**src/rtl/msw_pkg.sv**
```systemverilog
// Shared types for the mode-switch initiator: packet codes, FSM states, modes.
package msw_pkg;

    // One-byte packet type codes; values are fixed by the peer's decoder
    typedef enum logic [7:0] {
        PKT_DATA       = 8'd0,
        PKT_ACK        = 8'd1,
        PKT_START      = 8'd2,
        PKT_ACK_START  = 8'd3,
        PKT_MEAS       = 8'd4,
        PKT_END        = 8'd5,
        PKT_RESULT_END = 8'd6,
        PKT_SYNCH      = 8'd7,
        PKT_ACK_SYNCH  = 8'd8,
        PKT_ROLLBACK   = 8'd9,
        PKT_ACK_ROLL   = 8'd10
    } pkt_type_e;

    // Handshake controller states
    typedef enum logic [2:0] {
        ST_NORMAL,
        ST_START_TX,
        ST_START_WAIT,
        ST_MEAS_TX,
        ST_END_TX,
        ST_END_WAIT,
        ST_QUIET,
        ST_ACKSYN_TX
    } hs_state_e;

    // Link modulation mode
    typedef enum logic {
        MODE_QPSK  = 1'b0,
        MODE_QAM16 = 1'b1
    } link_mode_e;

endpackage

```
**src/rtl/msw_trigger_timer.sv**
```systemverilog
// Shared handshake trigger timer.
// Counts down while enabled (normal operation) and pulses expire at zero.
// A manual request shortens the remaining time to MANUAL_DELAY.
// Assumes: MANUAL_DELAY < AUTO_INTERVAL; disabled time reloads AUTO_INTERVAL.
module msw_trigger_timer #(
    parameter int AUTO_INTERVAL = 300,
    parameter int MANUAL_DELAY  = 16
) (
    input  logic clk,
    input  logic rst_n,
    input  logic enable,
    input  logic manual_req,
    output logic expire
);
    localparam int TW = $clog2(AUTO_INTERVAL + 1);
    localparam logic [TW-1:0] LOAD_AUTO = TW'(AUTO_INTERVAL);
    localparam logic [TW-1:0] LOAD_MAN  = TW'(MANUAL_DELAY);

    logic [TW-1:0] remain;

    // Expiry is a zero count while enabled
    assign expire = enable && (remain == '0);

    // Countdown with auto reload and manual shortening
    always_ff @(posedge clk) begin
        if (!rst_n) begin
            remain <= LOAD_AUTO;
        end else if (!enable || expire) begin
            remain <= LOAD_AUTO;
        end else if (manual_req && (remain > LOAD_MAN)) begin
            remain <= LOAD_MAN;
        end else begin
            remain <= remain - 1'b1;
        end
    end
endmodule

```
**src/rtl/msw_retx_timer.sv**
```systemverilog
// Retransmit timer for protocol packets.
// Loaded when a packet is accepted, counts while the controller waits,
// and flags expiry RETX_CYCLES+1 cycles of waiting after the load.
// Assumes: load and run are never high in the same cycle.
module msw_retx_timer #(
    parameter int RETX_CYCLES = 10
) (
    input  logic clk,
    input  logic rst_n,
    input  logic load,
    input  logic run,
    output logic expire
);
    localparam int RW = $clog2(RETX_CYCLES + 1);
    localparam logic [RW-1:0] LOAD_VAL = RW'(RETX_CYCLES);

    logic [RW-1:0] remain;

    // Expiry only while waiting
    assign expire = run && (remain == '0);

    // Load on acceptance, count down while waiting
    always_ff @(posedge clk) begin
        if (!rst_n) begin
            remain <= LOAD_VAL;
        end else if (load) begin
            remain <= LOAD_VAL;
        end else if (run && (remain != '0)) begin
            remain <= remain - 1'b1;
        end
    end
endmodule

```
**src/rtl/msw_mode_decide.sv**
```systemverilog
// Threshold mode decision from a returned error count.
// QPSK steps up when the count is strictly below the limit; QAM-16 steps
// down when strictly above; equality keeps the current mode.
module msw_mode_decide #(
    parameter int CNT_W = 16
) (
    input  msw_pkg::link_mode_e cur_mode,
    input  logic [CNT_W-1:0]    err_count,
    input  logic [CNT_W-1:0]    err_limit,
    output msw_pkg::link_mode_e next_mode
);
    import msw_pkg::*;

    // Pure comparison table
    always_comb begin
        next_mode = cur_mode;
        if ((cur_mode == MODE_QPSK) && (err_count < err_limit)) begin
            next_mode = MODE_QAM16;
        end else if ((cur_mode == MODE_QAM16) && (err_count > err_limit)) begin
            next_mode = MODE_QPSK;
        end
    end
endmodule

```
**src/rtl/msw_initiator_ctrl.sv**
```systemverilog
// Initiating-side mode-switch handshake controller.
// Triggered by the shared timer, it requests Start until Ack Start, then a
// latched number of Measurement packets, then End until Result End. It
// applies the mode decision, stays silent until Synch, answers with one
// Ack Synch, and returns to normal operation.
// Assumes: rx_bcast reports an all-ones destination; tx_type is only
// meaningful while tx_valid is high.
module msw_initiator_ctrl #(
    parameter int AUTO_INTERVAL = 300,
    parameter int MANUAL_DELAY  = 16,
    parameter int RETX_CYCLES   = 10,
    parameter int CNT_W         = 16
) (
    input  logic             clk,
    input  logic             rst_n,
    input  logic             manual_req,
    input  logic [CNT_W-1:0] cfg_meas_count,
    input  logic [CNT_W-1:0] cfg_err_limit,
    output logic             tx_valid,
    output logic [7:0]       tx_type,
    input  logic             tx_ready,
    input  logic             rx_valid,
    input  logic             rx_bcast,
    input  logic [7:0]       rx_type,
    input  logic [CNT_W-1:0] rx_payload,
    input  logic             data_tx_req,
    output logic             data_tx_grant,
    output logic             link_mode,
    output logic             busy
);
    import msw_pkg::*;

    localparam logic [CNT_W-1:0] ONE = CNT_W'(1);

    hs_state_e        state, state_nx;
    logic [CNT_W-1:0] meas_left, meas_left_nx;
    link_mode_e       mode_q, mode_decided;
    logic             trig_expire, retx_expire, retx_load, retx_run;
    logic             tx_fire, rx_proto;
    logic             hit_ack_start, hit_result, hit_synch;

    // Protocol reply qualification: broadcast destination and type above Ack
    assign rx_proto      = rx_valid && rx_bcast && (rx_type > PKT_ACK);
    assign hit_ack_start = rx_proto && (rx_type == PKT_ACK_START);
    assign hit_result    = rx_proto && (rx_type == PKT_RESULT_END);
    assign hit_synch     = rx_proto && (rx_type == PKT_SYNCH);

    // Request decode from state only
    always_comb begin
        tx_valid = 1'b1;
        tx_type  = PKT_DATA;
        unique case (state)
            ST_START_TX:  tx_type = PKT_START;
            ST_MEAS_TX:   tx_type = PKT_MEAS;
            ST_END_TX:    tx_type = PKT_END;
            ST_ACKSYN_TX: tx_type = PKT_ACK_SYNCH;
            default:      tx_valid = 1'b0;
        endcase
    end

    assign tx_fire       = tx_valid && tx_ready;
    assign busy          = (state != ST_NORMAL);
    assign data_tx_grant = data_tx_req && !busy;
    assign link_mode     = mode_q;

    assign retx_run  = (state == ST_START_WAIT) || (state == ST_END_WAIT);
    assign retx_load = tx_fire &&
                       (((state == ST_START_TX) && !hit_ack_start) ||
                        ((state == ST_END_TX) && !hit_result));

    msw_trigger_timer #(
        .AUTO_INTERVAL (AUTO_INTERVAL),
        .MANUAL_DELAY  (MANUAL_DELAY)
    ) u_trig (
        .clk        (clk),
        .rst_n      (rst_n),
        .enable     (state == ST_NORMAL),
        .manual_req (manual_req),
        .expire     (trig_expire)
    );

    msw_retx_timer #(
        .RETX_CYCLES (RETX_CYCLES)
    ) u_retx (
        .clk    (clk),
        .rst_n  (rst_n),
        .load   (retx_load),
        .run    (retx_run),
        .expire (retx_expire)
    );

    msw_mode_decide #(
        .CNT_W (CNT_W)
    ) u_decide (
        .cur_mode  (mode_q),
        .err_count (rx_payload),
        .err_limit (cfg_err_limit),
        .next_mode (mode_decided)
    );

    // Next-state and measurement counter logic
    always_comb begin
        state_nx     = state;
        meas_left_nx = meas_left;
        unique case (state)
            ST_NORMAL: begin
                if (trig_expire) state_nx = ST_START_TX;
            end
            ST_START_TX, ST_START_WAIT: begin
                if (hit_ack_start) begin
                    meas_left_nx = cfg_meas_count;
                    state_nx     = (cfg_meas_count == '0) ? ST_END_TX : ST_MEAS_TX;
                end else if ((state == ST_START_TX) && tx_fire) begin
                    state_nx = ST_START_WAIT;
                end else if (retx_expire) begin
                    state_nx = ST_START_TX;
                end
            end
            ST_MEAS_TX: begin
                if (tx_fire) begin
                    meas_left_nx = meas_left - ONE;
                    if (meas_left == ONE) state_nx = ST_END_TX;
                end
            end
            ST_END_TX, ST_END_WAIT: begin
                if (hit_result) begin
                    state_nx = ST_QUIET;
                end else if ((state == ST_END_TX) && tx_fire) begin
                    state_nx = ST_END_WAIT;
                end else if (retx_expire) begin
                    state_nx = ST_END_TX;
                end
            end
            ST_QUIET: begin
                if (hit_synch) state_nx = ST_ACKSYN_TX;
            end
            ST_ACKSYN_TX: begin
                if (tx_fire) state_nx = ST_NORMAL;
            end
            default: state_nx = ST_NORMAL;
        endcase
    end

    // State and counter registers
    always_ff @(posedge clk) begin
        if (!rst_n) begin
            state     <= ST_NORMAL;
            meas_left <= '0;
        end else begin
            state     <= state_nx;
            meas_left <= meas_left_nx;
        end
    end

    // Mode register: updated only when Result End is taken
    always_ff @(posedge clk) begin
        if (!rst_n) begin
            mode_q <= MODE_QPSK;
        end else if (((state == ST_END_TX) || (state == ST_END_WAIT)) && hit_result) begin
            mode_q <= mode_decided;
        end
    end
endmodule

```
**config.mk**
```make
export PLATFORM = sky130hd
export DESIGN_NAME = msw_initiator_ctrl
export DESIGN_NICKNAME = d
export VERILOG_FILES = /design/src/rtl/msw_pkg.sv /design/src/rtl/msw_trigger_timer.sv /design/src/rtl/msw_retx_timer.sv /design/src/rtl/msw_mode_decide.sv /design/src/rtl/msw_initiator_ctrl.sv
export SDC_FILE = /design/constraint.sdc
export NUM_CORES = 1
export LEC_CHECK = 0
export BUFFER_PORTS_ARGS = -buffer_cell sky130_fd_sc_hd__clkbuf_2
export CAP_MARGIN = 30
export CELL_PAD_IN_SITES_DETAIL_PLACEMENT = 0
export CELL_PAD_IN_SITES_GLOBAL_PLACEMENT = 1
export CORE_ASPECT_RATIO = 0.75
export CORE_UTILIZATION = 35
export DETAILED_ROUTE_END_ITERATION = 7
export PLACE_DENSITY = 0.73
export RECOVER_POWER = 50
export REMOVE_ABC_BUFFERS = 1
export SYNTH_ARGS = -nofsm -noshare
export SYNTH_HDL_FRONTEND = slang
export SYNTH_HIERARCHICAL = 1
export SYNTH_SLANG_ARGS = --single-unit
export TNS_END_PERCENT = 100
```
**constraint.sdc**
```tcl
create_clock -name clk -period 2.7 [get_ports clk]
set_input_delay 0.135 -clock clk [delete_from_list [all_inputs] [get_ports clk]]
set_output_delay 0.135 -clock clk [all_outputs]
set_load 0.05 [all_outputs]
```
Yosys cells after proc, flatten, opt, wreduce, memory -nomap -nowiden
Cells that the tools add are included.
W data, S select, Z words.
- output and inout port bits: 12
- input bits: 63
- register bits: 33
- muxes and demuxes: 21
- magnitude comparators: 4
- equal/unequal tests: 19
- $add $sub $neg: 3
- bitwise operators: 2
- reduce and logical (&&, ||, !) cells: 44
- operator list (cell ; number):
    $mux W3 ; 12
    $mux W16 ; 2
    $pmux W16 S2 ; 1
    $logic_and A1 B1 Y1 ; 19
    $pmux W3 S6 ; 1
    $eq A16 B1 Y1 const B ; 1
    $eq A8 B3 Y1 const B ; 2
    $gt A16 B16 Y1 ; 1
    $logic_not A16 Y1 ; 1
    $lt A16 B16 Y1 ; 1
    $pmux W4 S4 ; 1
    $sub A16 B1 Y16 const B ; 1
    $eq A3 B3 Y1 const B ; 4
    $ne A2 B2 Y1 const B ; 6
    $gt A9 B5 Y1 const B ; 1
    $logic_not A9 Y1 ; 1
    $mux W9 ; 1
    $sub A9 B1 Y9 const B ; 1
    $eq A8 B2 Y1 const B ; 1
    $gt A8 B1 Y1 const B ; 1
    $ne A4 B4 Y1 const B ; 2
    $reduce_or A2 Y1 ; 4
    $reduce_and A7 Y1 ; 1
    $eq A3 B2 Y1 const B ; 2
    other kinds (15) ; 25

Longest topological paths before layout
- depth after elaboration: 8
- mapped depth: 9
- mapped depth without buffers: 8

Modules after synthesis
The synthesis kept the hierarchy.
- by module, submodules not included (module ; instances ; area an instance (µm²) ; seq. area each (µm²) ; cells each):
    msw_initiator_ctrl ; 1 ; 1637.8 ; 400.4 ; 213
    msw_trigger_timer ; 1 ; 439.2 ; 180.2 ; 52
    msw_mode_decide ; 1 ; 406.6 ; 0.0 ; 56
    msw_retx_timer ; 1 ; 216.5 ; 80.1 ; 25

Worst setup path before layout
No wires, ideal clock.
- kind: flip-flop to output port
- from: reg state[2]
- to: out tx_type[2]
- buffers on the path: 1
- slack: 147 ps
- required time: 2565 ps
- stages on the path, launching flop included: 5
- arrival time: 2418 ps
- cells stage by stage: dfxtp_1 clkbuf_1 inv_1 nor3_1 nand2b_1
- cells in the longest elaborated chain, start to end: 2
- elaborated cells on any way between the ends: 5
- classes of those cells: eq/ne (4); mux (1)
- RTL lines (what ; RTL line ; source):
    from (decl) ; msw_initiator_ctrl.sv:35 ; hs_state_e state, state_nx;
    from (signal assigned) ; msw_initiator_ctrl.sv:150 ; state <= state_nx;
    $eq A3 B3 Y1 (tied with other cells) ; msw_initiator_ctrl.sv:52 ; unique case (state)
    $pmux W4 S4 (*) ; msw_initiator_ctrl.sv:52 ;
    to (decl) ; msw_initiator_ctrl.sv:20 ; output logic [7:0] tx_type,
Mark *: on every way between the ends. The rest lies on a longest branch, timed or not.

Worst setup path after layout
- from: reg state[1]
- to: reg state[1]
- elaborated cells on any way between the ends: 31
- classes of those cells: eq/ne (14); mux (6); reduce/logical (11)
- RTL lines (what ; RTL line ; source):
    $eq A3 B2 Y1 / $eq A3 B3 Y1 (equally long branches) ; msw_initiator_ctrl.sv:66 ; assign retx_run = (state == ST_START_WAIT) || (state == ST_END_WAIT);
    $logic_or A1 B1 Y1 (*) ; msw_initiator_ctrl.sv:66 ;
    via retx_run ; msw_initiator_ctrl.sv:38 ; logic trig_expire, retx_expire, retx_load, retx_run;
    $logic_and A1 B1 Y1 (*) ; msw_retx_timer.sv:20 ; assign expire = run && (remain == '0);
    via retx_expire ; msw_initiator_ctrl.sv:38 ;
    $ne A4 B4 Y1 (no source line) ; - ;
    $reduce_and A7 Y1 (no source line) (*) ; - ;
Mark *: on every way through the listed nets, which the timed path passes. The rest lies on a longest branch.
A chain may end at the register's enable or synchronous reset.

==> impl_metrics.json <==
{
  "critPathSlowestCell": "dfxtp_1",
  "fin_util_pct": 43.0,
  "startpoint_type": "flip-flop",
  "netlist_top_cells_count": "nand2_1 (35), dfxtp_1 (33), inv_1 (29)",
  "clkPwrFrac_pct": 29.5,
  "routed_wl_microns": 7140,
  "gr-usage-met2_pct": 27.1,
  "placed_area_sq_um": 3140,
  "grt_start_max_net_pins": 22,
  "vias_per_cell": 5.24,
  "synth_top_area_share_pct": 24.5,
  "initial_utilization_pct": 36.5,
  "setup_tns_ps": 0,
  "grt-busiest-layer": "met1",
  "cp_cell_sequence": "nand2b_1, mux2i_1, buf_4, nand2_1, nor3_1, a21oi_1, a311oi_1, o211ai_1, mux2i_1",
  "rr_startpoint": "state[1]$_SDFFE_PN0P_",
  "setup_viol": 0,
  "relSlewSlack_pct": 45.0,
  "yosysWarnings": 6,
  "p_sw_uw": 406,
  "fin_crit_sh_pct": 86.2,
  "grtUsageTotal_pct": 19.1,
  "fin_crit_ps": 2330,
  "grt_pass1_vias": 2526,
  "wl_per_cell_microns": 13.8,
  "cts_htree_levels": 2,
  "switching_share_pct": 33.0,
  "die-width_microns": 103,
  "critPathRequiredTime_ps": 2850,
  "async_flop_share_pct": 0,
  "pin_count": 75,
  "path_max_fanout": 14,
  "area_growth_pct": 17.8,
  "drv_slew": 0,
  "port-buffer-count": 70,
  "cts_root_buffer": "clkbuf_8",
  "crit_top_cell": "mux2i_1",
  "seq_area_frac_synth_pct": 24.5,
  "cp_top_family": "compound AO/OA/AOI/OAI gates",
  "grtUsageMet3_pct": 4.19,
  "numCtsBuffers": 5,
  "final_cell_area_sq_um": 3180,
  "min_to": "u_trig/remain[4]$_SDFF_PP0_",
  "coreArea_sq_um": 7400,
  "clkSlewWorstSetupHoldPaths_ps": 70,
  "ys_top_cells_by_area": "dfxtp_1 (24%), ha_1 (9.3%), nand2_1 (4.9%), a21oi_1 (4.8%), inv_1 (4.0%)",
  "clock_sinks": 33,
  "dieArea_sq_um": 8070,
  "drcViolationCount": 0,
  "tightest_slew_ps": 819,
  "holdBufCountCts": 0,
  "yosys.area.top_type": "dfxtp_1",
  "antenna_found_initial": 0,
  "nNetsFinal": 499,
  "critPathCaptureType": "flip-flop",
  "powerDensity_nw_per_um2": 386,
  "syn_area_sq_um": 2700,
  "critPathKind": "flip-flop to flip-flop",
  "netlist_instances": 346,
  "internal_power_uw": 822,
  "rsz0062_at_grt": "no",
  "min_from": "manual_req",
  "rrSetupSlack_ps": 370,
  "overflow": 0,
  "maxCapViolations": 0,
  "grt_pass1_wl_microns": 12200,
  "cellLeakagePower_nw": 1.40,
  "ant_nets": 0,
  "ys_seq_elements": 33,
  "hp-class": "primary input to flip-flop",
  "synthFlopType": "dfxtp_1",
  "synth_most_common_cell": "nand2_1",
  "ctsResizeCount": 0,
  "drive_gt1_share_pct": 22.5,
  "die_h_microns": 78.1,
  "vias": 2712,
  "clkLatencyLatePin_ps": 280,
  "finalHoldViolCount": 0,
  "drt_iter0_drc": 132,
  "diodes": 0,
  "status": "finished clean",
  "ir_worst_vdd_uv": 221,
  "pwr-share-comb_pct": 25.8,
  "dp_hpwl_microns": 5620,
  "max_freq_mhz": 430,
  "avgSynthCellArea_sq_um": 7.80,
  "cts_tree": "built",
  "slowest_delay_ps": 580,
  "fin_skew_ps": 7.65,
  "path_buf_inv": 1,
  "worstPathArrival_ps": 2480,
  "rr_endpoint": "state[1]$_SDFFE_PN0P_",
  "row_count": 27,
  "grtUsageMet1_pct": 29.5,
  "sequentialPowerShare_pct": 44.7,
  "cts_max_path_buffers": 2,
  "dr.pass1.iters": 5,
  "post_cts_buffers": 0,
  "gp_congestion": 0.933,
  "synth.distinct_cells": 68,
  "rr_worst_depth": 9,
  "hold_path_depth": 3,
  "synth_edf_count": 0
}
==> worst min-delay path, cell delays in order <==
cell      delay (ps)
clkbuf_2         110
nand2_1           60
a31oi_1           70
==> per-stage QoR <==
step / setup WS, ps / total power, mW / std cells / hold slack (ps)
6_report: 374 / 1.23 / 518 / 137
5_1_grt: 162 / 1.31 / 518 / 160
4_1_cts: 425 / 1.25 / 518 / 129
3_5_place_dp: 454 / 0.887 / 510 / 435
3_3_place_gp: 584 / 0.886 / 510 / 428
2_1_floorplan: 265 / 0.777 / 334 / 253
==> how the worst max path moves through the flow <==
stage / slack [ps] / end / start / cells past startpoint
after floorplan: 270 / tx_type[2] / state[2]$_SDFFE_PN0P_ / 3
after global routing: 160 / state[1]$_SDFFE_PN0P_ / state[1]$_SDFFE_PN0P_ / 9
after CTS: 420 / state[1]$_SDFFE_PN0P_ / state[1]$_SDFFE_PN0P_ / 9
final: 370 / state[1]$_SDFFE_PN0P_ / state[1]$_SDFFE_PN0P_ / 9
after detailed placement: 450 / state[1]$_SDFFE_PN0P_ / state[1]$_SDFFE_PN0P_ / 9
after global placement: 580 / state[1]$_SDFFE_PN0P_ / state[1]$_SDFFE_PN0P_ / 9
==> power by group through the flow <==
stage / logic, mW / registers, mW / clock network (mW)
floorplan: 0.224 / 0.553 / 0
global placement: 0.325 / 0.561 / 0
detailed placement: 0.327 / 0.560 / 0
CTS: 0.328 / 0.550 / 0.374
global route: 0.360 / 0.553 / 0.400
finish: 0.317 / 0.550 / 0.362
==> placed cells by master, fill, tap and decap left out, drive strengths merged, types with 9 or more instances in the layout <==
cell type / synthesis / routed
a21oi: 28 / 28
clkbuf: 7 / 76
dfxtp: 33 / 33
ha: 20 / 20
inv: 29 / 29
nand2: 37 / 37
nand3: 9 / 9
nand4: 9 / 9
nor2: 27 / 27
nor3: 13 / 13
nor4: 11 / 11
o21ai: 23 / 23
==> cell type report <==
| type | instances | area, sq um |
|---|---|---|
| Multi-Input combinational cell | 272 | 1820 |
| Timing Repair Buffer | 75 | 379 |
| Clock inverter | 2 | 10.0 |
| Clock buffer | 6 | 72.6 |
| Tap cell | 101 | 126 |
| Fill cell | 788 | 4220 |
| Inverter | 29 | 109 |
| Sequential cell | 33 | 661 |
==> sequential cells by signal (all words and copies together), names as in the netlist <==
register and count:
u_retx/remain 4, meas_left 16, link_mode 1, u_trig/remain 9, state 3
==> cell families after synthesis <==
kind of cell               synth area share (%)
and+or+nand+nor                            31.1
xor gates and xnor gates                   1.95
other                                     0.139
adders and majority gates                  9.27
buffers and inverters                      7.09
AOI/OAI and AO/OA                          24.1
DFF                                        24.5
muxes                                      1.85
==> per-layer routing <==
layer | vias to the layer above | share of wire [%]
met5 | - | 0
met4 | 0 | 0.45
met3 | 6 | 5.5
met2 | 67 | 40
met1 | 1233 | 54
li1 | 1406 | -
Power figures use the tool's default switching activity.
